--- config.mk ---
export PLATFORM = sky130hd
export DESIGN_NAME = hd3_fsm_ctrl
export DESIGN_NICKNAME = d
export VERILOG_FILES = /design/src/rtl/hd3_fsm_pkg.sv /design/src/rtl/hd3_reset_sync.sv /design/src/rtl/hd3_ball_decode.sv /design/src/rtl/hd3_next_state.sv /design/src/rtl/hd3_fsm_ctrl.sv
export SDC_FILE = /design/constraint.sdc
export NUM_CORES = 1
export LEC_CHECK = 0
export BUFFER_PORTS_ARGS = -buffer_cell sky130_fd_sc_hd__buf_2
export CAP_MARGIN = 20
export CORE_MARGIN = 2
export CORE_UTILIZATION = 43
export DETAILED_ROUTE_END_ITERATION = 8
export GPL_TIMING_DRIVEN = 0
export PLACE_DENSITY = 0.73
export SYNTH_ARGS = -nofsm -noshare
export SYNTH_HDL_FRONTEND = slang
export SYNTH_SLANG_ARGS = --single-unit
--- constraint.sdc ---
create_clock -name clk -period 1.28 [get_ports clk]
set_clock_uncertainty 0.05 [all_clocks]
set_input_delay 0.064 -clock clk [delete_from_list [all_inputs] [get_ports clk]]
set_output_delay 0.064 -clock clk [all_outputs]
set_load 0.01 [all_outputs]
--- src/rtl/hd3_fsm_pkg.sv ---
package hd3_fsm_pkg;
  localparam int CODE_W = 5;
  localparam int NUM_ST = 4;

  typedef logic [CODE_W-1:0] code_t;

  localparam code_t CODE_A = 5'b00000;
  localparam code_t CODE_B = 5'b11100;
  localparam code_t CODE_C = 5'b01111;
  localparam code_t CODE_D = 5'b10011;

  // Base word of a state by index (0 = A ... 3 = D)
  function automatic code_t base_of(input int idx);
    case (idx)
      0:       return CODE_A;
      1:       return CODE_B;
      2:       return CODE_C;
      default: return CODE_D;
    endcase
  endfunction
endpackage

--- src/rtl/hd3_reset_sync.sv ---
module hd3_reset_sync #(
  parameter int STAGES = 2
) (
  input  logic clk,
  input  logic rst_n,
  output logic rst_sync_n
);
  logic [STAGES-1:0] pipe_q;

  always_ff @(posedge clk or negedge rst_n) begin
    if (!rst_n) pipe_q <= '0;
    else        pipe_q <= {pipe_q[STAGES-2:0], 1'b1};
  end

  assign rst_sync_n = pipe_q[STAGES-1];
endmodule

--- src/rtl/hd3_ball_decode.sv ---
// Hazard-free membership test for one state's distance-1 group.
// Term k fixes every literal except bit k to the base word. The base word
// lies in all terms, and neighbour k lies in term k, so a single flip
// always stays inside one product.
module hd3_ball_decode #(
  parameter int           W    = 5,
  parameter logic [W-1:0] BASE = '0
) (
  input  logic [W-1:0] code,
  output logic         hit,
  output logic         exact
);
  logic [W-1:0] lit;
  logic [W-1:0] term;

  for (genvar i = 0; i < W; i++) begin : g_lit
    if (BASE[i]) begin : g_pos
      assign lit[i] = code[i];
    end else begin : g_neg
      assign lit[i] = ~code[i];
    end
  end

  for (genvar k = 0; k < W; k++) begin : g_term
    localparam logic [W-1:0] FREE = W'(1) << k;
    assign term[k] = &(lit | FREE);
  end

  assign hit   = |term;
  assign exact = &lit;
endmodule

--- src/rtl/hd3_next_state.sv ---
module hd3_next_state
  import hd3_fsm_pkg::*;
#(
  parameter int W = CODE_W,
  parameter int N = NUM_ST
) (
  input  logic [N-1:0] hit,
  input  logic [W-1:0] code_q,
  input  logic         go,
  input  logic         step,
  input  logic         done,
  input  logic         inj_en,
  input  logic [W-1:0] inj_mask,
  output logic [W-1:0] code_d
);
  always_comb begin
    if (inj_en) begin
      code_d = code_q ^ inj_mask;
    end else begin
      unique case (hit)
        4'b0001: code_d = go   ? CODE_B : CODE_A;
        4'b0010: code_d = step ? CODE_C : CODE_B;
        4'b0100: code_d = step ? CODE_D : CODE_C;
        4'b1000: code_d = done ? CODE_A : CODE_D;
        default: code_d = CODE_A;  // orphan pattern: recover to A
      endcase
    end
  end
endmodule

--- src/rtl/hd3_fsm_ctrl.sv ---
module hd3_fsm_ctrl
  import hd3_fsm_pkg::*;
#(
  parameter int W = CODE_W,
  parameter int N = NUM_ST
) (
  input  logic         clk,
  input  logic         rst_n,
  input  logic         go,
  input  logic         step,
  input  logic         done,
  input  logic         inj_en,
  input  logic [W-1:0] inj_mask,
  output logic [N-1:0] state_oh,
  output logic [W-1:0] state_code,
  output logic         corrected,
  output logic         uncorrectable
);
  logic         rst_sync_n;
  logic [W-1:0] code_q, code_d;
  logic [N-1:0] hit, exact;
  logic         code_ld;

  hd3_reset_sync #(.STAGES(2)) u_rst (
    .clk(clk), .rst_n(rst_n), .rst_sync_n(rst_sync_n)
  );

  for (genvar s = 0; s < N; s++) begin : g_dec
    hd3_ball_decode #(.W(W), .BASE(base_of(s))) u_dec (
      .code(code_q), .hit(hit[s]), .exact(exact[s])
    );
  end

  hd3_next_state #(.W(W), .N(N)) u_ns (
    .hit(hit), .code_q(code_q), .go(go), .step(step), .done(done),
    .inj_en(inj_en), .inj_mask(inj_mask), .code_d(code_d)
  );

  // Load whenever the word changes or an injection is requested
  assign code_ld = inj_en | (code_d != code_q);

  always_ff @(posedge clk or negedge rst_sync_n) begin
    if (!rst_sync_n)  code_q <= CODE_A;
    else if (code_ld) code_q <= code_d;
  end

  assign state_oh      = hit;
  assign state_code    = code_q;
  assign corrected     = (|hit) & ~(|exact);
  assign uncorrectable = ~(|hit);


  oh_legal_chk: assert property (@(posedge clk) disable iff (!rst_sync_n)
    uncorrectable || $onehot(state_oh));


  corr_pulse_chk: assert property (@(posedge clk) disable iff (!rst_sync_n)
    (corrected && !inj_en) |=> !corrected);


  orphan_to_a_chk: assert property (@(posedge clk) disable iff (!rst_sync_n)
    (uncorrectable && !inj_en) |=> (state_code == CODE_A));


  inject_xor_chk: assert property (@(posedge clk) disable iff (!rst_sync_n)
    inj_en |=> (state_code == ($past(state_code) ^ $past(inj_mask))));


  clean_after_edge_chk: assert property (@(posedge clk) disable iff (!rst_sync_n)
    !inj_en |=> (!corrected && !uncorrectable));


  hold_a_chk: assert property (@(posedge clk) disable iff (!rst_sync_n)
    (state_code == CODE_A && !inj_en && !go) |=> (state_code == CODE_A));
endmodule

Yosys cells after proc, flatten, opt, wreduce, memory -nomap -nowiden:

Cells that the tools add are included.

* bits in registers: 7
* latch bits: 0
* bits in writable memories: 0
* memory bits (read-only): 0
* input bits: 11
* output and inout port bits: 11
* word-level logic and storage cells: 53
* memories: 0

* add/sub/neg operators: 0
* multipliers: 0
* divide/modulo/power cells: 0
* magnitude comparators: 0
* equality and inequality tests: 5
* shift-type cells: 0
* multiplexer cells: 6
* bitwise logic cells: 10
* reductions and logical operators: 30

Operator list (number)
* $reduce_and A4 Y1: 20
* $mux W5: 5
* $pmux W5 S4: 1
* $reduce_and A5 Y1: 4
* $reduce_or A20 Y1: 1
* $reduce_or A5 Y1: 4
* $not A1 Y1: 7
* $ne A5 B5 Y1: 1
* $xor A5 B5 Y5: 1
* $eq A4 B1 Y1 const B: 1
* $eq A4 B2 Y1 const B: 1
* $eq A4 B3 Y1 const B: 1
* $eq A4 B4 Y1 const B: 1
* $reduce_or A4 Y1: 1
* $and A1 B1 Y1: 1
* $or A1 B1 Y1: 1

Longest topological paths before layout:

* word-level depth: 8
* gate-level depth with buffers: 6
* gate-level depth less buffers: 5

Hierarchy:

A second synthesis with hierarchy kept.

* cell total of the unflattened synthesis: 83
* area total of the unflattened synthesis: 715.7 um^2

By module, submodules not included
* hd3_next_state: instances 1, cells each 41, area each 325.3 um^2, sequential area each 0.0 um^2
* hd3_fsm_ctrl: instances 1, cells each 13, area each 161.4 um^2, sequential area each 125.1 um^2
* hd3_reset_sync: instances 1, cells each 3, area each 53.8 um^2, sequential area each 50.0 um^2
* hd3_ball_decode at g_dec[2].u_dec: instances 1, cells each 6, area each 47.5 um^2, sequential area each 0.0 um^2
* hd3_ball_decode at g_dec[3].u_dec: instances 1, cells each 8, area each 45.0 um^2, sequential area each 0.0 um^2
* hd3_ball_decode at g_dec[1].u_dec: instances 1, cells each 7, area each 42.5 um^2, sequential area each 0.0 um^2
* hd3_ball_decode at g_dec[0].u_dec: instances 1, cells each 5, area each 40.0 um^2, sequential area each 0.0 um^2

Least setup slack after synthesis:

OpenSTA, ideal clock, no wires.

* kind: reg2reg
* start point: reg code_q[3], in the netlist state_code[3]
* end point: reg code_q[2], in the netlist state_code[2]
* setup time: 0.133 ns
* data arrival time: 1.376 ns
* required time: 1.097 ns
* setup slack: -0.279 ns
* stages on the path, launching flop included: 7
* path buffers: 1
* clock period less this slack: 1.559 ns
* path through: dfrtp_1 -> buf_6 -> nor2b_2 -> o21ai_2 -> o21ai_2 -> a2111oi_4 -> a21oi_1

* elaborated cells between the ends (all ways): 30
* those cells by class: eq/ne: 5; mux: 2; bitwise: 3; reduce/logical: 20

RTL lines
* from (decl): line hd3_fsm_ctrl.sv:20 `logic [W-1:0] code_q, code_d;`
* from (signal assigned): line hd3_fsm_ctrl.sv:44 `else if (code_ld) code_q <= code_d;`
* $reduce_and A4 Y1: line hd3_ball_decode.sv:26 `assign term[k] = &(lit | FREE);`
* $reduce_or A5 Y1 *: line hd3_ball_decode.sv:29 `assign hit = |term;`
* net g_dec[2].u_dec.hit: line hd3_ball_decode.sv:10 `output logic hit,`
* $eq A4 B4 Y1, or another cell as far along: line hd3_next_state.sv:20 `unique case (hit)`
* $pmux W5 S4 *: line hd3_next_state.sv:20
* $mux W5 *: line hd3_next_state.sv:17 `if (inj_en) begin`
* $ne A5 B5 Y1: line hd3_fsm_ctrl.sv:40 `assign code_ld = inj_en | (code_d != code_q);`
* $or A1 B1 Y1: line hd3_fsm_ctrl.sv:40

The timed path passes the listed nets; every way through them passes the cells marked *.
A chain may end at the register's enable or synchronous reset.

Worst setup path in the final report:

* start point: reg code_q[4], in the netlist state_code[4]
* end point: reg code_q[3], in the netlist state_code[3]

* elaborated cells between the ends (all ways): 30
* those cells by class: eq/ne: 5; mux: 2; bitwise: 3; reduce/logical: 20

RTL lines (line)
* $reduce_and A4 Y1: hd3_ball_decode.sv:26
* $reduce_or A5 Y1 *: hd3_ball_decode.sv:29
* net g_dec[1].u_dec.hit: hd3_ball_decode.sv:10
* $eq A4 B4 Y1, or another cell as far along: hd3_next_state.sv:20
* $pmux W5 S4 *: hd3_next_state.sv:20
* $mux W5 *: hd3_next_state.sv:17
* $ne A5 B5 Y1: hd3_fsm_ctrl.sv:40
* $or A1 B1 Y1: hd3_fsm_ctrl.sv:40

Marked as above.

==> impl_metrics.toml <==
[logic_synthesis]
syn_area_per_cell_sq_um = 8.62
syn_area_sq_um = 638
ys_types = 31
ys.flop_type = "dfrtp_1"
synth_area_leaders = "dfrtp_1 27%, xnor2_1 6.9%, buf_4 5.9%, buf_6 5.3%, a2111oi_4 4.3%"
synthArstFlopShare = 1.00
synth.most_common_cell = "dfrtp_1"
synth_edf_count = 0
synth_fp_nets = 85
synth_area_leader_cell = "dfrtp_1"
ys_seq_elements = 7
yosys_warnings = 0
ys_seq_area_frac = 0.275
synth_top_area_frac = 0.275
syn_inst = 74
synth_common_cells = "7 x dfrtp_1, 5 x buf_4, 5 x nand2_1, 5 x nand3_1, 5 x xnor2_1"

[run]
cap_violations = 0

[floorplanning]
dieArea_sq_um = 1810
dieWidth_um = 42.5
ios = 22
rows = 13
core-area_sq_um = 1350
initial_core_util = 0.473
fp.dieH_um = 42.5

[power_and_ir_drop]
power_leakage_nw = 0.453
power_density_nw_per_um2 = 3210
combPwrFrac = 0.801
seqPwrFrac = 0.139
swShare = 0.433
peakVddDrop_mv = 1.77
p_switching_mw = 1.39
p_clk_frac = 0.060
p_int_mw = 1.82

[timing]
rsz0062_at_grt = "yes"
fin_crit_sh = 1.30
setup_viol = 11
fin_setup_tns_ns = -3.48
report.final.slew_viol_count = 0
setup_ws_ns = -0.378
finalHoldViolCount = 0
finalCriticalPeriod_ns = 1.66
fmax_mhz = 603

[cts]
numClockSinks = 7
cts_max_level = 1
cts_tree = "done"
cts_buffer_depth = 2
cts_root_buf = "clkbuf_4"
clkTransAtPathRegs_ns = 0.05
numCtsBuffers = 3
clkLatencyLatePin_ns = 0.25

[drt]
finalWirelength_mm = 1.73
drt_first_pass_iters = 4
wl_per_cell_um = 14.2
ant_nets = 0
drt_iter0_markers = 9
num_vias = 670
drc = 0
vias_per_cell = 5.49

[critical_path]
cpPeakStageDelay_ns = 0.45
startpoint_type = "register"
r2r_slack_ns = -0.38
worstPathRequired_ns = 1.35
rr_worst_depth = 5
r2r_end = "state_code[3]"
cp-end-kind = "register"
cp.buffers_inverters = 1
cp_top_family = "compound AO/OA/AOI/OAI gates"
cp_slowest_cell = "dfrtp_2"
crit_type = "register to register"
r2r_start = "state_code[4]"
cp.arrival_ns = 1.73
critPathMaxFanout = 4
path_cells = "maj3_2, a21o_4, buf_12, a2111oi_4, a21oi_1"

[global_routing]
grt_max_degree = 11
grt_pass1_vias = 623
antenna_found_initial = 0
grt.total_usage = 0.194
overflow = 0
grt_pass1_wl_mm = 2.68

[finish]
fin_nets = 119
diodes = 0
fillers = 101
drive_gt1_frac = 0.579
fin_util = 0.740
synthToLayoutAreaGrowth_pct = 56.5

[run_status]
violations = "setup timing"
status = "finished with violations"

[min_path]
hold_class = "register to asynchronous set/reset pin"

[placement]
gp_congestion = 0.752
port_buffers = 20
dp_hpwl_mm = 1.06
==> worst reg2reg max path, delay by kind of cell (launching register included) <==
family	cells	cell delay (ns)
AOI/OAI and AO/OA	3	0.55
adders and majority gates	1	0.36
buffers and inverters	1	0.13
DFF	1	0.45
==> registers in the layout, indices dropped and copies added (netlist names) <==
name and flops:
state_code 5, u_rst.pipe_q 2
==> metrics by stage <==
step | std cells | hold WS (ns) | power, mW | setup WS, ns | area [sq um]
after detailed placement | 109 | -0.200 | 2.22 | -0.281 | 777
after CTS | 121 | 0.0229 | 2.96 | -0.392 | 952
after floorplan | 74 | -0.282 | 1.79 | -0.228 | 658
final | 122 | 0.0197 | 3.20 | -0.378 | 998
after global placement | 109 | -0.202 | 2.19 | -0.258 | 777
after global routing | 122 | 0.0342 | 3.40 | -0.444 | 998
==> power groups by stage <==
stage          Combinational [mW]  Sequential (mW)  Clock (mW)
6_report                     2.57            0.444       0.191
5_1_grt                      2.72            0.455       0.225
4_1_cts                      2.36            0.405       0.198
3_5_place_dp                 1.82            0.406           0
3_3_place_gp                 1.79            0.403           0
2_1_floorplan                1.36            0.435           0
==> cells by family (layout without fill, tap and decap cells) <==
| kind of cell | after synthesis | count (layout) | share of synthesized area |
|---|---|---|---|
| flops | 7 | 7 | 0.275 |
| buf+inv | 14 | 47 | 0.151 |
| fa+ha+maj | 1 | 1 | 0.0176 |
| other cells | 1 | 1 | 0.00588 |
| compound gates | 24 | 24 | 0.302 |
| simple gates | 22 | 22 | 0.180 |
| xor+xnor | 5 | 5 | 0.0686 |
==> area by class of cell <==
type | count | area, sq um | area share
multi-input combinational | 53 | 447 | 0.447
buffer | 9 | 97.6 | 0.0977
tap | 15 | 18.8 | 0.0188
sequential | 7 | 178 | 0.178
timing repair buffer | 30 | 216 | 0.217
inverter | 4 | 15.0 | 0.0150
clock buffer | 4 | 26.3 | 0.0263
==> how the worst max path moves through the flow <==
stage	start	end	slack, ns	cells past startpoint
floorplan	state_code[2]	state_code[2]	-0.23	5
global placement	state_code[4]	state_code[4]	-0.26	6
detailed placement	state_code[2]	state_code[4]	-0.28	6
CTS	state_code[2]	state_code[3]	-0.39	6
global route	state_code[3]	corrected	-0.44	6
finish	state_code[4]	state_code[3]	-0.38	5
==> repair_timing <==
item | 4_1_cts | 5_1_grt
hold buffers | 1 | 0
setup endpoints to repair | 11 | 11
pin swaps | 11 | 4
cloned | 0 | 0
gates resized for setup | 17 | 12
setup buffers | 7 | 2
hold endpoints to repair | 2 | 0
==> routing by layer <==
metal  routed length [um]  part of all wire  global-route usage
met1                  761              0.44               0.239
met4                   14            0.0081              0.0563
met3                  108             0.063              0.0517
met2                  842              0.49               0.329
met5                    0                 0                   0
==> layout by cell type, fill, tap and decap left out, types with 2 or more instances in the layout <==
master,netlist,routed
buf_2,2,16
buf_6,3,11
buf_4,5,8
xnor2_1,5,5
dfrtp_1,7,5
nor2_1,4,4
nand3_1,5,4
inv_1,4,4
nand2_1,5,3
a21oi_1,4,3
clkbuf_4,0,3
or2_4,0,2
o21ai_4,0,2
a211oi_2,0,2
o22ai_1,2,2
a32oi_1,2,2
o21ai_0,3,2
dfrtp_2,0,2
(Power assumes the default switching activity.)
